<file path="src/rtl/wdt_win_pkg.sv">
package wdt_win_pkg;

  typedef enum logic [2:0] {
    PH_IDLE   = 3'd0,
    PH_INIT   = 3'd1,
    PH_CLOSED = 3'd2,
    PH_OPEN   = 3'd3,
    PH_FAULT  = 3'd4
  } wdtPhase_e;

  // strobes from control to datapath
  typedef struct packed {
    logic      clrCnt;
    wdtPhase_e phase;
  } wdtStrobe_t;

endpackage

</file>
<file path="src/rtl/wdt_win_datapath.sv">
module wdt_win_datapath
  import wdt_win_pkg::*;
#(
  parameter int BASE_TICKS   = 180,
  parameter int SCALE_MULT   = 5,
  parameter int INIT_PERIODS = 8,
  parameter int FAULT_TICKS  = 16,
  parameter int SYNC_STAGES  = 2
) (
  input  logic       clk,
  input  logic       rstN,
  input  logic       tick,
  input  logic       serviceIn,
  input  logic       scaleSel,
  input  logic       ratioSel,
  input  wdtStrobe_t ctl,
  output logic       svcEdge,
  output logic       winDone
);

  localparam int PERIOD_LO = BASE_TICKS;
  localparam int PERIOD_HI = BASE_TICKS * SCALE_MULT;
  localparam int INIT_HI   = PERIOD_HI * INIT_PERIODS;
  localparam int MAX_LEN   = (INIT_HI > FAULT_TICKS) ? INIT_HI : FAULT_TICKS;
  localparam int CNT_W     = $clog2(MAX_LEN + 1);

  localparam logic [CNT_W-1:0] LEN_INIT_LO   = CNT_W'(PERIOD_LO * INIT_PERIODS);
  localparam logic [CNT_W-1:0] LEN_INIT_HI   = CNT_W'(INIT_HI);
  localparam logic [CNT_W-1:0] LEN_CL_HALF_LO  = CNT_W'(PERIOD_LO / 2);
  localparam logic [CNT_W-1:0] LEN_CL_NINTH_LO = CNT_W'(PERIOD_LO / 9);
  localparam logic [CNT_W-1:0] LEN_CL_HALF_HI  = CNT_W'(PERIOD_HI / 2);
  localparam logic [CNT_W-1:0] LEN_CL_NINTH_HI = CNT_W'(PERIOD_HI / 9);
  localparam logic [CNT_W-1:0] LEN_PER_LO    = CNT_W'(PERIOD_LO);
  localparam logic [CNT_W-1:0] LEN_PER_HI    = CNT_W'(PERIOD_HI);
  localparam logic [CNT_W-1:0] LEN_FAULT     = CNT_W'(FAULT_TICKS);

  // service synchronizer chain
  logic [SYNC_STAGES-1:0] syncQ;
  logic                   svcPrev;

  for (genvar g = 0; g < SYNC_STAGES; g++) begin : gSync
    if (g == 0) begin : gFirst
      always_ff @(posedge clk or negedge rstN) begin
        if (!rstN) syncQ[g] <= 1'b0;
        else       syncQ[g] <= serviceIn;
      end
    end else begin : gNext
      always_ff @(posedge clk or negedge rstN) begin
        if (!rstN) syncQ[g] <= 1'b0;
        else       syncQ[g] <= syncQ[g-1];
      end
    end
  end

  always_ff @(posedge clk or negedge rstN) begin
    if (!rstN) svcPrev <= 1'b0;
    else       svcPrev <= syncQ[SYNC_STAGES-1];
  end

  assign svcEdge = syncQ[SYNC_STAGES-1] & ~svcPrev;

  // window length for the current phase
  logic [CNT_W-1:0] periodLen;
  logic [CNT_W-1:0] closedLen;
  logic [CNT_W-1:0] curLen;

  always_comb begin
    periodLen = scaleSel ? LEN_PER_HI : LEN_PER_LO;
    if (scaleSel) closedLen = ratioSel ? LEN_CL_NINTH_HI : LEN_CL_HALF_HI;
    else          closedLen = ratioSel ? LEN_CL_NINTH_LO : LEN_CL_HALF_LO;
    case (ctl.phase)
      PH_INIT:   curLen = scaleSel ? LEN_INIT_HI : LEN_INIT_LO;
      PH_CLOSED: curLen = closedLen;
      PH_OPEN:   curLen = periodLen - closedLen;
      PH_FAULT:  curLen = LEN_FAULT;
      default:   curLen = CNT_W'(1);
    endcase
  end

  // tick counter within the current window
  logic [CNT_W-1:0] cnt;

  always_ff @(posedge clk or negedge rstN) begin
    if (!rstN)           cnt <= '0;
    else if (ctl.clrCnt) cnt <= '0;
    else if (tick)       cnt <= cnt + CNT_W'(1);
  end

  assign winDone = tick && (cnt >= curLen - CNT_W'(1));

  AST_CNT_NO_TICK_HOLD: assert property (@(posedge clk) disable iff (!rstN)
    (!tick && !ctl.clrCnt) |=> $stable(cnt));

  AST_EDGE_ONE_CLOCK: assert property (@(posedge clk) disable iff (!rstN)
    svcEdge |=> !svcEdge);

endmodule

</file>
<file path="src/rtl/wdt_win_control.sv">
module wdt_win_control
  import wdt_win_pkg::*;
(
  input  logic       clk,
  input  logic       rstN,
  input  logic       enable,
  input  logic       modeSel,
  input  logic       svcEdge,
  input  logic       winDone,
  output wdtStrobe_t ctl,
  output logic       faultN
);

  wdtPhase_e state;
  wdtPhase_e stateNext;
  logic      armed;

  assign armed = enable && !modeSel;

  always_comb begin
    stateNext = state;
    if (!armed) begin
      stateNext = PH_IDLE;
    end else begin
      case (state)
        PH_IDLE: stateNext = PH_INIT;
        PH_INIT, PH_OPEN: begin
          if (svcEdge)      stateNext = PH_CLOSED;
          else if (winDone) stateNext = PH_FAULT;
        end
        PH_CLOSED: begin
          if (svcEdge)      stateNext = PH_FAULT;
          else if (winDone) stateNext = PH_OPEN;
        end
        PH_FAULT: if (winDone) stateNext = PH_INIT;
        default: stateNext = PH_IDLE;
      endcase
    end
  end

  always_ff @(posedge clk or negedge rstN) begin
    if (!rstN) state <= PH_IDLE;
    else       state <= stateNext;
  end

  assign ctl.phase  = state;
  assign ctl.clrCnt = (stateNext != state) || (state == PH_IDLE);
  assign faultN     = (state != PH_FAULT);

  AST_DISARM_IDLE: assert property (@(posedge clk) disable iff (!rstN)
    !armed |=> (state == PH_IDLE) && faultN);

  AST_CLOSED_SERVICE_FAULT: assert property (@(posedge clk) disable iff (!rstN)
    (armed && state == PH_CLOSED && svcEdge) |=> !faultN);

  AST_OPEN_MISS_FAULT: assert property (@(posedge clk) disable iff (!rstN)
    (armed && (state == PH_OPEN || state == PH_INIT) && winDone && !svcEdge)
      |=> !faultN);

  AST_FAULT_RESTART: assert property (@(posedge clk) disable iff (!rstN)
    (armed && state == PH_FAULT && winDone) |=> (state == PH_INIT));

  AST_SERVICE_CLOSES: assert property (@(posedge clk) disable iff (!rstN)
    (armed && (state == PH_OPEN || state == PH_INIT) && svcEdge)
      |=> (state == PH_CLOSED));

endmodule

</file>
<file path="src/rtl/wdt_window_guard.sv">
module wdt_window_guard
  import wdt_win_pkg::*;
#(
  parameter int BASE_TICKS   = 180,
  parameter int SCALE_MULT   = 5,
  parameter int INIT_PERIODS = 8,
  parameter int FAULT_TICKS  = 16
) (
  input  logic clk,
  input  logic rstN,
  input  logic tick,
  input  logic enable,
  input  logic serviceIn,
  input  logic scaleSel,
  input  logic ratioSel,
  input  logic modeSel,
  output logic faultN
);

  wdtStrobe_t ctl;
  logic       svcEdge;
  logic       winDone;

  wdt_win_datapath #(
    .BASE_TICKS  (BASE_TICKS),
    .SCALE_MULT  (SCALE_MULT),
    .INIT_PERIODS(INIT_PERIODS),
    .FAULT_TICKS (FAULT_TICKS),
    .SYNC_STAGES (2)
  ) uDp (
    .clk      (clk),
    .rstN     (rstN),
    .tick     (tick),
    .serviceIn(serviceIn),
    .scaleSel (scaleSel),
    .ratioSel (ratioSel),
    .ctl      (ctl),
    .svcEdge  (svcEdge),
    .winDone  (winDone)
  );

  wdt_win_control uCtl (
    .clk    (clk),
    .rstN   (rstN),
    .enable (enable),
    .modeSel(modeSel),
    .svcEdge(svcEdge),
    .winDone(winDone),
    .ctl    (ctl),
    .faultN (faultN)
  );

  initial begin
    AST_BASE_SPLITS: assert (BASE_TICKS % 18 == 0);
  end

endmodule

</file>
<file path="config.mk">
export PLATFORM = sky130hd
export DESIGN_NAME = wdt_window_guard
export DESIGN_NICKNAME = d
export VERILOG_FILES = /design/src/rtl/wdt_win_pkg.sv /design/src/rtl/wdt_win_datapath.sv /design/src/rtl/wdt_win_control.sv /design/src/rtl/wdt_window_guard.sv
export SDC_FILE = /design/constraint.sdc
export NUM_CORES = 1
export LEC_CHECK = 0
export CORE_ASPECT_RATIO = 1.4
export CORE_UTILIZATION = 54
export CTS_CLUSTER_SIZE = 16
export DETAILED_ROUTE_END_ITERATION = 10
export PLACE_DENSITY_LB_ADDON = 0.3
export SYNTH_ARGS = -nofsm -noshare
export SYNTH_HDL_FRONTEND = slang
export SYNTH_HIERARCHICAL = 1
export SYNTH_SLANG_ARGS = --single-unit
</file>
<file path="constraint.sdc">
create_clock -name clk -period 3.37 [get_ports clk]
set_input_delay 0.5055 -clock clk [delete_from_list [all_inputs] [get_ports clk]]
set_output_delay 0.5055 -clock clk [all_outputs]
set_load 0.01 [all_outputs]
</file>
# Yosys cells after proc, flatten, opt, wreduce, memory -nomap -nowiden
# Cells that the tools add are included.
[word_totals] ff_bits=19 word_cells=39
[op_classes] n_reduce_logical=7 n_eq_ne=6 mux=15 magnitude_cmp=1 bitwise=2 addsub=3
[ops] op="$mux W13" n=4
[ops] op="$pmux W13 S4" n=1
[ops] op="$mux W3" n=6
[ops] op="$add A13 B1 Y13 const B" n=1
[ops] op="$ge A13 B13 Y1" n=1
[ops] op="$sub A13 B1 Y13 const B" n=1
[ops] op="$sub A13 B13 Y13" n=1
[ops] op="$pmux W3 S4" n=1
[ops] op="$mux W10" n=1
[ops] op="$mux W9" n=1
[ops] op="$mux W7" n=1
[ops] op="$eq A3 B2 Y1 const B" n=2
[ops] op="$eq A3 B1 Y1 const B" n=1
[ops] op="$eq A3 B3 Y1 const B" n=1
[ops] op="$logic_not A3 Y1" n=1
[ops] op="$ne A3 B3 Y1" n=1
[ops] op="$ne A3 B3 Y1 const B" n=1
[ops] op="$logic_and A1 B1 Y1" n=2
[ops] op="$reduce_bool A2 Y1" n=1
[ops] op="$reduce_or A2 Y1" n=1
[ops] op="$and A1 B1 Y1" n=1
[ops] op="$logic_not A1 Y1" n=1
[ops] op="$logic_or A1 B1 Y1" n=1
[ops] op="$not A1 Y1" n=1

# Logic depth before layout (Yosys ltp)
# Gate-level depths: netlist of the first run.
[logic_depth] depth_word=14 depth_mapped=16

# Cells and area by module
# Netlist of the first run, hierarchy kept.
[modules_own_cells] module="wdt_win_datapath" n_inst=1 seq_area_each_um2=400.4 area_each_um2=1376.3 cells_per_inst=157
[modules_own_cells] module="wdt_win_control" n_inst=1 seq_area_each_um2=75.1 area_each_um2=215.2 cells_per_inst=25

# Worst setup path after synthesis of the first run
# No wires, ideal clock.
[synth_timing] path_type="input to register" from="in ratioSel" to="reg uDp.cnt[12]" required_ns=3.292 t_arrival_ns=3.448 cell_stages=16 setup_slack_ns=-0.156 path_cell_list="inv_1 ha_1 and3b_1 nand4_1 nor2_2 o221ai_1 ha_1 and3_1 nand3_1 a311o_1 o211ai_1 a211o_1 o211a_4 nand4_2 or3_1 a21oi_1"
[synth_lines] element="start: declaration" line_no="wdt_window_guard.sv:15" text="input logic ratioSel,"
[synth_lines] element="end signal: assignment" line_no="wdt_win_datapath.sv:86" text="else if (tick) cnt <= cnt + CNT_W'(1);"
[synth_lines] element="end: declaration" line_no="wdt_win_datapath.sv:81" text="logic [CNT_W-1:0] cnt;"

==> flow_metrics.py, run 1 <==
metrics = {
    "status": {
        "status": "finished clean",
    },
    "worst_setup_path": {
        "cp-startpoint": "scaleSel",
        "cp.arrival_ns": 3.55,
        "reg2reg_slack_ns": 0.07,
        "r2r_end": "uDp/cnt[12]$_DFFE_PN0P_",
        "crit_end": "uDp/cnt[12]$_DFFE_PN0P_",
        "critPathKind": "in2reg",
        "r2r_cells": 14,
        "critical_path.endpoint_type": "register",
        "critPathMaxFanout": 4,
        "crit_required_ns": 3.60,
        "timing.rr.start": "uCtl/state[2]$_DFF_PN0_",
        "cp-start-kind": "primary input",
    },
    "layout": {
        "diodes": 0,
        "nets": 246,
        "drive_above_1_share_pct": 30.28,
        "syn_to_final_growth_pct": 32.70,
        "final_util_pct": 78.29,
        "fill_cells": 193,
    },
    "clocking": {
        "clkLatencyLatePin_ns": 0.30,
        "clkSlewWorstSetupHoldPaths_ns": 0.10,
        "ctsHoldBuffers": 0,
        "clkSinkCount": 19,
        "numCtsBuffers": 3,
        "htree_levels": 1,
        "clock-root-buffer": "clkbuf_4",
        "clk_path_buf_depth": 2,
        "cts_tree": "built",
    },
    "synth": {
        "synth_edf_count": 0,
        "synth_commonest_cells": "nor2_1, dfrtp_1, ha_1",
        "synth-async-reset-ratio_pct": 100.0,
        "synthCells": 182,
        "ys_types": 45,
        "synth_top_area_share_pct": 29.87,
        "post-synth-top-count-cell": "nor2_1",
        "synth_top_area_cell": "dfrtp_1",
        "syn_area_per_cell_um2": 8.745,
        "seq_area_frac_synth_pct": 29.87,
        "synth_nets": 209,
        "synth_ff_type": "dfrtp_1",
        "ys_seq_elements": 19,
        "yosys_warnings": 6,
        "syn_area_um2": 1592,
        "synth_area_leaders": "dfrtp_1, ha_1, nor2_1, xnor2_1, xor2_1",
    },
    "sta": {
        "fin_hold_ws_ns": 0.3584,
        "clock_skew_ns": 0.005240,
        "worst_slack_ns": 0.05164,
        "slew_headroom_pct": 46.82,
        "hold_viol": 0,
        "finalCriticalPeriod_ns": 3.318,
        "slew_viol_final": 0,
        "timing.setup.tns_ns": 0,
        "setup_viol": 0,
        "fmax_mhz": 301.4,
        "worstMarginPinSlew_ns": 0.7953,
        "finalCritPeriodShare_pct": 98.47,
        "rsz0062_at_grt": "true",
    },
    "global_route": {
        "first_global_vias": 1464,
        "grt_max_degree": 20,
        "antenna_found_initial": 0,
        "overflow": 0,
        "grt_pass1_wl_mm": 6.141,
        "grt_use_total_pct": 27.00,
    },
    "floorplan": {
        "die_x_um": 47.88,
        "die_y_um": 66.24,
        "coreArea_um2": 2698,
        "start_util_pct": 59.00,
        "rows": 22,
        "die-area_um2": 3171,
        "ios": 9,
    },
    "placement": {
        "port_buffers": 8,
        "dp_worst_setup_slack_ns": -0.7548,
        "hpwlAfterDp_mm": 2.776,
        "place.gp.congestion": 0.8418,
    },
    "drt": {
        "first_iter_violations": 54,
        "wl_mm": 3.893,
        "drtAntennaViolNets": 0,
        "vias_per_cell": 5.831,
        "via_count": 1481,
        "wl_per_cell_um": 15.33,
        "dr.pass1.iters": 4,
        "drc_errors": 0,
    },
    "job": {
        "drv_cap": 0,
    },
    "power_and_ir_drop": {
        "power_mw": 0.4728,
        "ir_drop_uv": 264.1,
        "power_density_nw_per_um2": 223.8,
        "p_leak_nw": 0.8808,
    },
    "min_path": {
        "hp-class": "reg2reg",
    },
}
-- registers in the layout, summed over array words and instances, names as in the netlist --
register and count:
uCtl/state 3, uDp/cnt 13, uDp/svcPrev 1, uDp/syncQ 2
-- worst min path at each step --
stage | startpoint | end | cells after the start | slack [ns]
2_1_floorplan | rstN | uCtl/state[0]$_DFF_PN0_ | 0 | 0.21
3_3_place_gp | uDp/syncQ[0]$_DFF_PN0_ | uDp/syncQ[1]$_DFF_PN0_ | 0 | 0.33
3_5_place_dp | uDp/syncQ[0]$_DFF_PN0_ | uDp/syncQ[1]$_DFF_PN0_ | 0 | 0.34
4_1_cts | uDp/syncQ[0]$_DFF_PN0_ | uDp/syncQ[1]$_DFF_PN0_ | 0 | 0.36
5_1_grt | uDp/syncQ[0]$_DFF_PN0_ | uDp/syncQ[1]$_DFF_PN0_ | 0 | 0.38
6_report | uDp/syncQ[0]$_DFF_PN0_ | uDp/syncQ[1]$_DFF_PN0_ | 0 | 0.36
-- cell usage in the layout (no fill, tap or decap), types with 2 or more instances in the layout --
master	instances
buf_6	2
xnor2_1	6
inv_1	5
and2b_1	3
nor2b_1	2
nand3_1	4
nand4_1	5
dfrtp_1	18
o211ai_1	2
nand2_1	15
nor3_1	2
a22oi_1	2
a21oi_1	10
nor2_2	2
buf_8	2
clkbuf_4	3
ha_1	15
and3_1	2
buf_4	26
nor2_1	18
o21ai_1	3
clkdlybuf4s50_1	6
nor2_4	3
xor2_1	7
o21ai_2	3
ha_4	3
or3_1	2
a31oi_1	2
mux2i_1	2
nand3b_1	3
o21ai_0	5
-- per-layer routing --
layer  share of wire [%]  wire (um)  GRT usage, %  vias to the layer above
met5                   0          0             0                        -
met4                 2.6        100         14.24                        0
met3                 3.3        128         3.825                       13
met2                  55       2145         46.28                       35
met1                  39       1519         30.42                      707
li1                    -          -             -                      726
-- cell families after synthesis --
logic type	count (synthesis)	share of synthesized area (%)
simple gates	76	25.71
flops	19	29.87
compound gates	40	17.37
xor+xnor	14	7.705
mux	2	1.258
buf+inv	12	3.145
fa+ha+maj	19	14.94
-- per-stage QoR --
step / instances / instance area, um^2
floorplan: 182 / 1628
global placement: 241 / 1879
detailed placement: 241 / 1879
CTS: 251 / 1996
global route: 254 / 2112
finish: 254 / 2112
-- critical path: stages --
cell,delay [ns]
buf_8,0.10
buf_8,0.12
buf_4,0.14
o21ai_0,0.36
nand2_1,0.14
xor2_1,0.17
ha_1,0.29
and3_1,0.17
nand3_2,0.08
a311o_1,0.34
o211ai_1,0.12
a211o_1,0.23
o211a_4,0.21
nand4_4,0.11
or3_4,0.35
a21oi_2,0.12
-- area by class of cell --
type / count / area (um^2) / share of cell area [%]
clock inverters: 1 / 5.005 / 0.2370
flip-flops and latches: 19 / 476.7 / 22.57
multi-input cells: 151 / 1204 / 56.99
inverters: 7 / 31.28 / 1.481
clock buffers: 3 / 22.52 / 1.066
well taps: 36 / 45.04 / 2.133
repair buffers: 37 / 327.8 / 15.52
-- what timing repair did --
action                     in CTS  in global routing
setup endpoints to repair      13                 10
pin swaps                       7                 15
gates cloned                    0                  0
buffers inserted                6                  3
gates resized for setup        18                 28
-- power by group --
group / internal (mW) / total, mW / leakage, nW / switching [mW]
Combinational: 0.0639 / 0.128 / 0.607 / 0.0639
Sequential: 0.231 / 0.234 / 0.256 / 0.00328
Clock: 0.0443 / 0.111 / 0.0177 / 0.0663
Total: 0.339 / 0.473 / 0.881 / 0.134
Note: power is estimated with default switching activity, not from simulation.
==> run 2: changes to the inputs <==
- CORE_UTILIZATION: 54 -> 59
- clock period: 3.37 -> 3.7 ns (I/O delays scaled with it)
==> flow_metrics.py, run 2 (synthesized netlist as in run 1, its figures left out) <==
metrics = {
    "status": {
        "status": "finished clean",
    },
    "worst_setup_path": {
        "cp-start-kind": "primary input",
        "cp-startpoint": "scaleSel",
        "cpPeakStageDelay_ns": 0.36,
        "cp_cell_sequence": "clkbuf_2 > inv_2 > ha_1 > and3b_2 > nand4_1 > nor2_2 > buf_4 > a31oi_1 > ha_1 > and3_4 > nand3_2 > a311o_1 > o211ai_1 > a211o_1 > o211a_4 > nand4_4 > or3_4 > a21oi_2",
        "critPathMaxFanout": 4,
        "crit_required_ns": 3.93,
        "critPathSlowestCell": "or3_4",
        "critical_path.most_common_cell": "ha_1",
        "timing.rr.start": "uCtl/state[0]$_DFF_PN0_",
        "critical_path.endpoint_type": "register",
        "critPathKind": "in2reg",
        "cp.arrival_ns": 3.82,
    },
    "min_path": {
        "hp-class": "reg2reg",
        "worstHoldStart": "uDp/syncQ[0]$_DFF_PN0_",
    },
    "clocking": {
        "cts_tree": "built",
        "clk_path_buf_depth": 2,
        "clock-root-buffer": "clkbuf_4",
        "htree_levels": 1,
        "clkLatencyLatePin_ns": 0.30,
        "clkSinkCount": 19,
        "numCtsBuffers": 3,
        "clkSlewWorstSetupHoldPaths_ns": 0.10,
    },
    "power_and_ir_drop": {
        "ir_drop_uv": 229.0,
        "power_mw": 0.4280,
        "p_leak_nw": 0.8638,
        "power_density_nw_per_um2": 213.4,
    },
    "floorplan": {
        "rows": 21,
        "die_x_um": 45.90,
        "die-area_um2": 2912,
        "die_y_um": 63.46,
        "coreArea_um2": 2470,
        "ios": 9,
        "start_util_pct": 64.44,
    },
    "sta": {
        "worstMarginPinSlew_ns": 0.8331,
        "slew_viol_final": 0,
        "fmax_mhz": 279.1,
        "setup_viol": 0,
        "finalCritPeriodShare_pct": 96.83,
        "fin_hold_ws_ns": 0.3638,
        "finalCriticalPeriod_ns": 3.583,
        "hold_viol": 0,
        "clock_skew_ns": 0.003456,
        "worst_slack_ns": 0.1173,
        "slew_headroom_pct": 44.29,
    },
    "layout": {
        "largest_register_ffs": 13,
        "top_register": "uDp/cnt",
        "syn_to_final_growth_pct": 26.02,
        "largestRegisters": "uDp/cnt (13), uCtl/state (3), uDp/syncQ (2)",
        "diodes": 0,
        "drive_above_1_share_pct": 27.06,
        "most-common-layout-cells": "buf_4, nor2_1, dfrtp_1, ha_1, nand2_1",
        "nets": 246,
        "final_util_pct": 81.21,
        "layout_commonest_cell": "buf_4",
    },
    "global_route": {
        "grt_use_total_pct": 33.47,
        "grt_max_degree": 20,
        "first_global_vias": 1652,
        "antenna_found_initial": 0,
        "overflow": 0,
        "grt_pass1_wl_mm": 7.065,
    },
    "placement": {
        "hpwlAfterDp_mm": 3.041,
        "place.gp.congestion": 0.8375,
        "dp_worst_setup_slack_ns": -0.5658,
        "port_buffers": 8,
    },
    "drt": {
        "via_count": 1564,
        "first_iter_violations": 57,
        "drc_errors": 0,
        "drtAntennaViolNets": 0,
        "wl_per_cell_um": 16.93,
        "vias_per_cell": 6.206,
        "dr.pass1.iters": 4,
        "wl_mm": 4.266,
    },
    "job": {
        "drv_cap": 0,
    },
}
[run 2: where the power goes]
| group | switching (mW) | internal [mW] | total (mW) |
|---|---|---|---|
| registers | 0.00356 | 0.210 | 0.214 |
| clock network | 0.0621 | 0.0404 | 0.102 |
| logic | 0.0554 | 0.0564 | 0.112 |
[run 2: metrics by stage]
| stage | cells | setup TNS, ns | area, um^2 |
|---|---|---|---|
| 2_1_floorplan | 182 | 0 | 1592 |
| 3_3_place_gp | 240 | -2.503 | 1848 |
| 3_5_place_dp | 240 | -4.007 | 1848 |
| 4_1_cts | 251 | 0 | 1981 |
| 5_1_grt | 252 | -0.002022 | 2006 |
| 6_report | 252 | 0 | 2006 |
[run 2: worst max-delay path: cells and delay by family]
family	cells	cell delay, ns
AOI/OAI and AO/OA	6	1.16
adders and majority gates	2	0.49
buffers and inverters	3	0.31
and+or+nand+nor	7	1.31
[run 2: final timing paths]
| kind | to | cells after the start | slack [ns] |
|---|---|---|---|
| worst max-delay path | uDp/cnt[12]$_DFFE_PN0P_ | 18 | 0.12 |
| worst min register to register | uDp/syncQ[1]$_DFF_PN0_ | 0 | 0.36 |
| worst max register to register | uDp/cnt[12]$_DFFE_PN0P_ | 14 | 0.17 |
| max in group asynchronous | uDp/cnt[8]$_DFFE_PN0P_ | 1 | 2.47 |
| worst min-delay path | uDp/syncQ[1]$_DFF_PN0_ | 0 | 0.36 |
| min in group asynchronous | uDp/cnt[11]$_DFFE_PN0P_ | 1 | 0.72 |
[run 2: metal layers]
layer	share of wire, %	global-route usage, %	vias up
li1	-	-	731
met1	37	35.89	744
met2	53	55.99	56
met3	4.2	6.017	33
met4	5.7	22.43	0
met5	0	0	-
[run 2: timing repair]
action / CTS / global route
hold buffers: 0 / 0
gates resized for setup: 16 / 9
setup endpoints to repair: 8 / 10
pin swaps: 9 / 6
buffers inserted: 7 / 1
[run 2: layout make-up]
cell class                 count  area (um^2)
fill                         168        464.2
inverter                       7        26.28
clock buffer                   3        22.52
multi-input combinational    151         1142
sequential                    19        475.5
tap                           34        42.54
clock inverter                 1        5.005
timing repair buffer          37        291.5
==> run 3: changes to the inputs <==
- CTS_BUF_LIST: unset -> sky130_fd_sc_hd__clkbuf_16
- SLEW_MARGIN: unset -> 20
==> flow_metrics.py, run 3 (synthesized netlist as in run 1, its figures left out) <==
metrics = {
    "global_route": {
        "overflow": 0,
        "antenna_found_initial": 0,
        "grt_use_total_pct": 31.77,
        "met2_usage_pct": 55.28,
        "grt_max_degree": 20,
        "grt_pass1_wl_mm": 6.720,
        "first_global_vias": 1593,
        "grt-busiest-layer": "met2",
        "grt_use_met1_pct": 34.39,
        "grt_use_met3_pct": 5.158,
    },
    "sta": {
        "slew_viol_final": 0,
        "slew_headroom_pct": 44.71,
        "fmax_mhz": 274.6,
        "finalCritPeriodShare_pct": 98.44,
        "clock_skew_ns": 0.001416,
        "worstMarginPinSlew_ns": 0.8268,
        "setup_viol": 0,
        "finalCriticalPeriod_ns": 3.642,
        "timing.setup.tns_ns": 0,
        "hold_viol": 0,
        "fin_hold_ws_ns": 0.3527,
    },
    "layout": {
        "top_register": "uDp/cnt",
        "drive_above_1_share_pct": 26.73,
        "layout_commonest_cell": "buf_4",
        "syn_to_final_growth_pct": 28.77,
        "final_util_pct": 82.98,
        "final_area_um2": 2049,
        "fill_cells": 156,
        "nets": 245,
        "most-common-layout-cells": "buf_4, nor2_1, dfrtp_1, ha_1, nand2_1",
        "diodes": 0,
        "multiInputGateArea_um2": 1141,
        "largest_register_ffs": 13,
        "seq_area_um2": 475.5,
        "largestRegisters": "uDp/cnt (13), uCtl/state (3), uDp/syncQ (2)",
    },
    "floorplan": {
        "coreArea_um2": 2470,
        "rows": 21,
        "die_x_um": 45.90,
        "die_y_um": 63.46,
        "ios": 9,
        "die-area_um2": 2912,
        "start_util_pct": 64.44,
    },
    "worst_setup_path": {
        "cp.arrival_ns": 3.81,
        "critPathBufInv": 3,
        "critical_path.endpoint_type": "register",
        "cp_cell_sequence": "clkbuf_2 > inv_2 > ha_1 > and3b_2 > nand4_1 > nor2_2 > buf_4 > a31oi_1 > ha_1 > and3_4 > nand3_2 > a311o_1 > o211ai_1 > a211o_1 > o211a_4 > nand4_4 > or3_4 > a21oi_2",
        "crit_required_ns": 3.87,
        "critPathSlowestCell": "or3_4",
        "r2r_cells": 14,
        "critical_path.most_common_cell": "ha_1",
        "cp-start-kind": "primary input",
        "cp.depth": 18,
        "critPathKind": "in2reg",
        "critPathMaxFanout": 4,
        "cp_top_family": "simple AND/OR/NAND/NOR gates",
        "cpPeakStageDelay_ns": 0.35,
    },
    "job": {
        "drv_cap": 0,
    },
    "clocking": {
        "clkLatencyLatePin_ns": 0.25,
        "numCtsBuffers": 3,
        "clock-root-buffer": "clkbuf_16",
        "clkSinkCount": 19,
        "cts_tree": "built",
        "ctsHoldBuffers": 0,
        "htree_levels": 1,
        "clk_path_buf_depth": 2,
        "clkSlewWorstSetupHoldPaths_ns": 0.05,
    },
    "power_and_ir_drop": {
        "p_seq_share_pct": 39.7,
        "power_density_nw_per_um2": 263.8,
        "p_leak_nw": 0.8810,
        "cellInternalPower_mw": 0.4104,
        "sw_frac_of_total_pct": 24.08,
        "power_mw": 0.5406,
        "combPwrFrac_pct": 20.5,
        "ir_drop_uv": 348.8,
        "p_switching_mw": 0.1301,
        "pwr-share-clk_pct": 39.9,
    },
    "drt": {
        "dr.pass1.iters": 4,
        "vias_per_cell": 6.155,
        "first_iter_violations": 65,
        "drc_errors": 0,
        "wl_per_cell_um": 16.89,
        "via_count": 1545,
        "wl_mm": 4.239,
        "drtAntennaViolNets": 0,
    },
    "min_path": {
        "whs_path_depth": 0,
        "hp-class": "reg2reg",
    },
    "placement": {
        "hpwlAfterDp_mm": 3.041,
        "port_buffers": 8,
        "dpl_cell_area_um2": 1848,
        "place.gp.congestion": 0.8375,
    },
    "status": {
        "status": "finished clean",
    },
}
-- run 3: what timing repair did --
item / 4_1_cts / 5_1_grt
resized for setup: 15 / 10
buffers inserted: 7 / 0
endpoints found under the setup margin: 10 / 12
gates cloned: 0 / 0
pin swaps: 8 / 8
-- run 3: path summary, 6_finish.rpt --
kind                                          from                       to  slack, ns
min in group asynchronous                     rstN   uDp/cnt[0]$_DFFE_PN0P_       0.79
max                                       scaleSel  uDp/cnt[12]$_DFFE_PN0P_       0.06
min                         uDp/syncQ[0]$_DFF_PN0_   uDp/syncQ[1]$_DFF_PN0_       0.35
max in group asynchronous                     rstN  uDp/cnt[12]$_DFFE_PN0P_       2.40
min reg2reg                 uDp/syncQ[0]$_DFF_PN0_   uDp/syncQ[1]$_DFF_PN0_       0.35
max reg2reg                uCtl/state[0]$_DFF_PN0_  uDp/cnt[12]$_DFFE_PN0P_       0.18
-- run 3: metrics by stage --
| step | instances | worst slack [ns] |
|---|---|---|
| 2_1_floorplan | 182 | 0.1244 |
| 3_3_place_gp | 240 | -0.3358 |
| 3_5_place_dp | 240 | -0.5658 |
| 4_1_cts | 251 | 0.04836 |
| 5_1_grt | 251 | -0.03148 |
| 6_report | 251 | 0.05767 |
-- run 3: layout make-up --
class | instances | share of cell area (%)
Timing Repair Buffer | 36 | 13.86
Clock buffer | 3 | 3.663
Tap cell | 34 | 2.076
Inverter | 7 | 1.282
Clock inverter | 1 | 0.2442
Multi-Input combinational cell | 151 | 55.68
Sequential cell | 19 | 23.20
-- run 3: worst register-to-register path: stages (launching register included) --
cell      delay [ns]
dfrtp_1         0.58
inv_1           0.13
nor2_1          0.28
a22oi_1         0.18
xnor2_1         0.19
ha_1            0.31
o211a_1         0.15
o31ai_1         0.09
a311o_1         0.36
o211ai_1        0.13
a211o_1         0.24
o211a_4         0.22
nand4_4         0.11
or3_4           0.35
a21oi_2         0.14
-- run 3: power groups by stage --
stage               logic (mW)  clock network [mW]  registers, mW
floorplan               0.0538                   0          0.217
global placement        0.0908                   0          0.218
finish                   0.111               0.216          0.214
global route             0.118               0.229          0.215
CTS                      0.105               0.220          0.214
detailed placement      0.0963                   0          0.218
-- run 3: metal layers --
| layer | vias to the layer above | part of all wire, % |
|---|---|---|
| li1 | 730 | - |
| met1 | 729 | 38 |
| met2 | 60 | 54 |
| met3 | 26 | 3.8 |
| met4 | 0 | 4.7 |
| met5 | - | 0 |
